--- src/rtl/devcap_pkg.sv ---
package devcap_pkg;
  localparam int DEV_W  = 5;
  localparam int FUNC_W = 3;
  localparam int CMD_W  = 4;

  typedef struct packed {
    logic load;  // latch device number this edge
    logic hit;   // raise hit pulse after this edge
  } devcap_strobe_t;
endpackage

--- src/rtl/devcap_ctrl.sv ---
module devcap_ctrl
  import devcap_pkg::*;
#(
  parameter logic [FUNC_W-1:0] FUNC_NUM = '0,
  parameter logic [CMD_W-1:0]  CMD_CFG_WR = 4'b1011,
  parameter int AD_W = 32
) (
  input  logic              addrPhase,
  input  logic [CMD_W-1:0]  cmd,
  input  logic              idsel,
  input  logic [AD_W-1:0]   ad,
  output devcap_strobe_t    strobes
);
  localparam int FUNC_LO = 8;
  localparam int FUNC_HI = FUNC_LO + FUNC_W - 1;

  logic isCfgWrite;
  logic isType0;
  logic funcMatch;
  logic qualify;

  always_comb begin
    isCfgWrite = (cmd == CMD_CFG_WR);
    isType0    = (ad[1:0] == 2'b00);
    funcMatch  = (ad[FUNC_HI:FUNC_LO] == FUNC_NUM);
    qualify    = addrPhase && idsel && isCfgWrite && isType0 && funcMatch;
    strobes.load = qualify;
    strobes.hit  = qualify;
  end
endmodule

--- src/rtl/devcap_dpath.sv ---
module devcap_dpath
  import devcap_pkg::*;
#(
  parameter logic [FUNC_W-1:0] FUNC_NUM = '0,
  parameter logic [DEV_W-1:0]  DEV_RESET = '1,
  parameter int AD_W = 32,
  parameter int WORD_W = 32
) (
  input  logic               clk,
  input  logic               rstN,
  input  devcap_strobe_t     strobes,
  input  logic [AD_W-1:0]    ad,
  output logic [DEV_W-1:0]   devNum,
  output logic [FUNC_W-1:0]  funcNum,
  output logic               hitPulse,
  output logic [WORD_W-1:0]  statusWord
);
  localparam int DEV_LO = 11;
  localparam int DEV_HI = DEV_LO + DEV_W - 1;
  localparam int PAD_W  = WORD_W - DEV_W - FUNC_W;

  logic [DEV_W-1:0] devReg;
  logic             hitReg;

  always_ff @(posedge clk) begin
    if (!rstN) begin
      devReg <= DEV_RESET;
      hitReg <= 1'b0;
    end else begin
      hitReg <= strobes.hit;
      if (strobes.load) devReg <= ad[DEV_HI:DEV_LO];
    end
  end

  always_comb begin
    devNum     = devReg;
    funcNum    = FUNC_NUM;
    hitPulse   = hitReg;
    statusWord = {{PAD_W{1'b0}}, devReg, FUNC_NUM};
  end

  // the register only moves on an edge that carried a load strobe
  p_hold_unless_load_r4: assert property (@(posedge clk) disable iff (!rstN)
    (devReg != $past(devReg)) |-> $past(strobes.load));

  // a load takes the device bits present at that edge
  p_load_value_r2: assert property (@(posedge clk) disable iff (!rstN)
    strobes.load |=> (devReg == $past(ad[DEV_HI:DEV_LO])));
endmodule

--- src/rtl/cfg_devnum_capture.sv ---
module cfg_devnum_capture
  import devcap_pkg::*;
#(
  parameter logic [FUNC_W-1:0] FUNC_NUM = 3'b000,
  parameter logic [CMD_W-1:0]  CMD_CFG_WR = 4'b1011,
  parameter logic [DEV_W-1:0]  DEV_RESET = 5'b11111
) (
  input  logic         clk,
  input  logic         rstN,
  input  logic         addrPhase,
  input  logic [3:0]   cmd,
  input  logic         idsel,
  input  logic [31:0]  ad,
  output logic [4:0]   devNum,
  output logic [2:0]   funcNum,
  output logic         hitPulse,
  output logic [31:0]  statusWord
);
  devcap_strobe_t strobes;

  devcap_ctrl #(
    .FUNC_NUM(FUNC_NUM), .CMD_CFG_WR(CMD_CFG_WR), .AD_W(32)
  ) i_ctrl (
    .addrPhase(addrPhase), .cmd(cmd), .idsel(idsel), .ad(ad), .strobes(strobes)
  );

  devcap_dpath #(
    .FUNC_NUM(FUNC_NUM), .DEV_RESET(DEV_RESET), .AD_W(32), .WORD_W(32)
  ) i_dpath (
    .clk(clk), .rstN(rstN), .strobes(strobes), .ad(ad),
    .devNum(devNum), .funcNum(funcNum), .hitPulse(hitPulse), .statusWord(statusWord)
  );

  // a pulse implies idsel was high at the capturing edge
  p_hit_needs_idsel_r6: assert property (@(posedge clk) disable iff (!rstN)
    hitPulse |-> $past(idsel && addrPhase));

  // a pulse implies the configuration-write command
  p_hit_needs_cmd_r5: assert property (@(posedge clk) disable iff (!rstN)
    hitPulse |-> ($past(cmd) == CMD_CFG_WR));

  // a pulse implies type 0 and matching function
  p_hit_needs_type0_r7: assert property (@(posedge clk) disable iff (!rstN)
    hitPulse |-> ($past(ad[1:0]) == 2'b00 && $past(ad[10:8]) == FUNC_NUM));

  // read-back word carries the fields and zero padding
  p_word_layout_r9: assert property (@(posedge clk) disable iff (!rstN)
    statusWord == {24'd0, devNum, funcNum} && funcNum == FUNC_NUM);
endmodule

--- config.mk ---
export PLATFORM = sky130hd
export DESIGN_NAME = cfg_devnum_capture
export DESIGN_NICKNAME = d
export VERILOG_FILES = /design/src/rtl/devcap_pkg.sv /design/src/rtl/devcap_ctrl.sv /design/src/rtl/devcap_dpath.sv /design/src/rtl/cfg_devnum_capture.sv
export SDC_FILE = /design/constraint.sdc
export NUM_CORES = 1
export LEC_CHECK = 0
export CAP_MARGIN = 20
export CORE_MARGIN = 2
export CORE_UTILIZATION = 30
export CTS_BUF_LIST = sky130_fd_sc_hd__clkbuf_16
export DETAILED_ROUTE_END_ITERATION = 12
export DONT_BUFFER_PORTS = 1
export GPL_TIMING_DRIVEN = 0
export PLACE_DENSITY_LB_ADDON = 0.15
export SYNTH_ARGS = -nofsm -noshare
export SYNTH_HDL_FRONTEND = slang
export SYNTH_SLANG_ARGS = --single-unit
--- constraint.sdc ---
create_clock -name clk -period 2.1 [get_ports clk]
set_clock_uncertainty 0.1 [all_clocks]
set_input_delay 0.42 -clock clk [delete_from_list [all_inputs] [get_ports clk]]
set_output_delay 0.42 -clock clk [all_outputs]
set_load 0.1 [all_outputs]
==> run metrics <==
clock tree from TritonCTS built; Core Footprint roughly 0.0017 mm^2; area occupied by multi-input gates approximately 260 um^2; count of buffers added by post-CTS timing repair for setup 0; sum of routed wire length over all layers 1.02 mm; vertical die dimension 46.8 um; number of global-route vias before repair 353; clock input transition at the sequential cells of the worst setup and hold paths 0.03 ns; number of instances resized during post-cts repair 5; hold crit path type in -> reg; I/O Pins about 80; Static Leak 0.000402 uW; Port Buf Inserts 0; Fill cells 187; via count of the routed design 440; YS warnings 0; number of antenna repair diodes 0; top cell type's share of synthesized area 47.7%; netlist area before placement approximately 550 um^2; number of maximum-capacitance violations 0; number of synthesized register bits 6; share of the cycle needed by the critical path after routing a little under nine tenths; fraction of synthesis flops using an asynchronous set or reset pin 0%; unrepaired setup endpoints after global routing false; total number of clock tree sinks 6; Worst Path Arrival 1.29 ns; final layout net count around 140; die outline width around 47 um; cell area after placement just under 700 um^2; run status complete, no violations; family of cells with the greatest summed delay on the critical path flip-flops; clock tree root driver cell clkbuf_16; top post-synthesis cells by area buf_4 (48%), dfxtp_1 (22%), o31ai_1 (6.8%); maximum number of pins on one net before global-route repair 7; fraction of the yosys area taken by sequential cells 21.8%; Max Freq around 550 MHz; overall die area ~0.0022 mm^2; source of the critical timing path i_dpath.devNum[4]; Final Wtd Congestion 0.728; nature of the critical path endpoint primary output; Final Hold Violating Endpoints 0; first-pass detailed-route iteration total 4; antenna viol nets, final 0; total of endpoints with negative setup slack in the final report 0; Hold-fix buffers, CTS 0; most area-hungry cell type in the Yosys netlist buf_4; Max-slew headroom 37.9%; final number of max-transition violations 0; number of buffers created by CTS 3; routed len/inst between 8 and 9 um; worst hold path startpoint rstN; type of the worst setup path reg -> out; maximum level of the CTS H-tree 1; vias per cell 3.55; slew of the pin with the lowest slew margin 0.930 ns; number of flops mapped to enable cells by yosys 0; number of antenna violations at the first check in global routing 0; ys flop type dfxtp_1; post-layout minimum cycle time ~1.8 ns; maximum fanout encountered on the critical timing path 3; fin area just under 800 um^2; ordered cell list for the critical path buf_4; share of cells above drive strength 1 44.4%; Max VDD drop around 0.35 mV; Final Core Density 44.7%; Worst Hold Slack between 0.15 and 0.2 ns; wire length of the first global-routing pass between 1 and 1.5 mm; CP max-delay cell dfxtp_2; critical path launch point type flip-flop; Area Growth Syn to Fin 40.2%; required time worst endpoint around 1.6 ns; mean post-synth cell area 8.22 um^2; initial core utilization a little under a third; buffering stage count on the worst path with inverters included 1; total grt overflow 0; DRC marker count from the first detailed-route iteration 4; Cells after Synth 67; worst flop-to-flop path startpoint i_dpath.devNum[3]; overall track demand over capacity in global routing under 10%; sequential standard cell area around 130 um^2; critical path's largest stage delay about 0.66 ns; total power divided by cell area approximately 910 mW/mm^2; total negative slack 0 ns; Site Rows 15; DRC violations left 0; Cell variety after synth 16; buffer depth of the longest clock path 2; Clock Latency Late Sink ~0.22 ns
## registers in the layout, indices dropped and copies added (netlist names)
name,cells
i_dpath.hitPulse,1
i_dpath.devNum,5
## layer usage
| metal | up-vias | share of wire [%] | global-route usage, % |
|---|---|---|---|
| li1 | 235 | - | - |
| met1 | 171 | 37 | 10.5 |
| met2 | 34 | 48 | 14.0 |
| met3 | 0 | 15 | 5.38 |
| met4 | 0 | 0 | 8.33 |
| met5 | - | 0 | 0 |
## layout make-up
class                           count  area share (%)
Clock buffer                        3            9.72
Tap cell                           25            4.05
Buffer                             38            35.7
Multi-Input combinational cell     52            34.2
Sequential cell                     6            16.4
## kinds of logic (layout without fill, tap and decap cells)
group           count (synthesis)  after routing  synth area share [%]
buf+inv                        38             41                  50.0
simple gates                   17             17                  20.7
flops                           6              6                  21.8
compound gates                  5              5                  6.82
other cells                     1             30                 0.681
## synth_stat cells (all sizes together), types with 2 or more instances
cell	n
buf	36
o31ai	5
dfxtp	6
clkbuf	2
nand3	5
nand4	5
## worst paths after layout
check	end	slack [ns]	cells past startpoint
max	statusWord[7]	0.29	1
min	i_dpath.devNum[3]	0.17	1
max reg2reg	i_dpath.devNum[3]	1.01	2
min reg2reg	i_dpath.devNum[1]	0.64	2
## stage by stage
| step | cells | total power, uW | setup slack [ns] |
|---|---|---|---|
| after floorplan | 96 | 401 | 0.207 |
| after global placement | 121 | 403 | 0.174 |
| after detailed placement | 121 | 403 | 0.174 |
| after CTS | 124 | 707 | 0.289 |
| after global routing | 124 | 726 | 0.268 |
| final | 124 | 705 | 0.294 |
## where the power goes
| group | internal [uW] | leakage, uW | total, uW | switching [uW] |
|---|---|---|---|---|
| registers | 115 | 0.0000460 | 115 | 0.584 |
| logic | 42.0 | 0.000319 | 288 | 246 |
| clock network | 244 | 0.0000370 | 302 | 58.2 |
| total | 400 | 0.000402 | 705 | 305 |
## placed cells by master, fill, tap and decap left out
| cell type | instances |
|---|---|
| and3b_1 | 1 |
| and4_1 | 1 |
| and4b_1 | 1 |
| buf_1 | 1 |
| buf_4 | 35 |
| clkbuf_1 | 1 |
| clkbuf_16 | 3 |
| clkbuf_2 | 1 |
| conb_1 | 30 |
| dfxtp_1 | 1 |
| dfxtp_2 | 5 |
| nand3_1 | 5 |
| nand3b_1 | 1 |
| nand4_1 | 5 |
| nand4b_1 | 1 |
| nor4_1 | 1 |
| o31ai_1 | 5 |
| or4_1 | 1 |
## worst reg2reg max path: cells and delay by family, from the launching register on
kind | cells | cell delay, ns
simple gates | 1 | 0.10
compound gates | 1 | 0.15
flops | 1 | 0.67
Power figures use the tool's default switching activity.
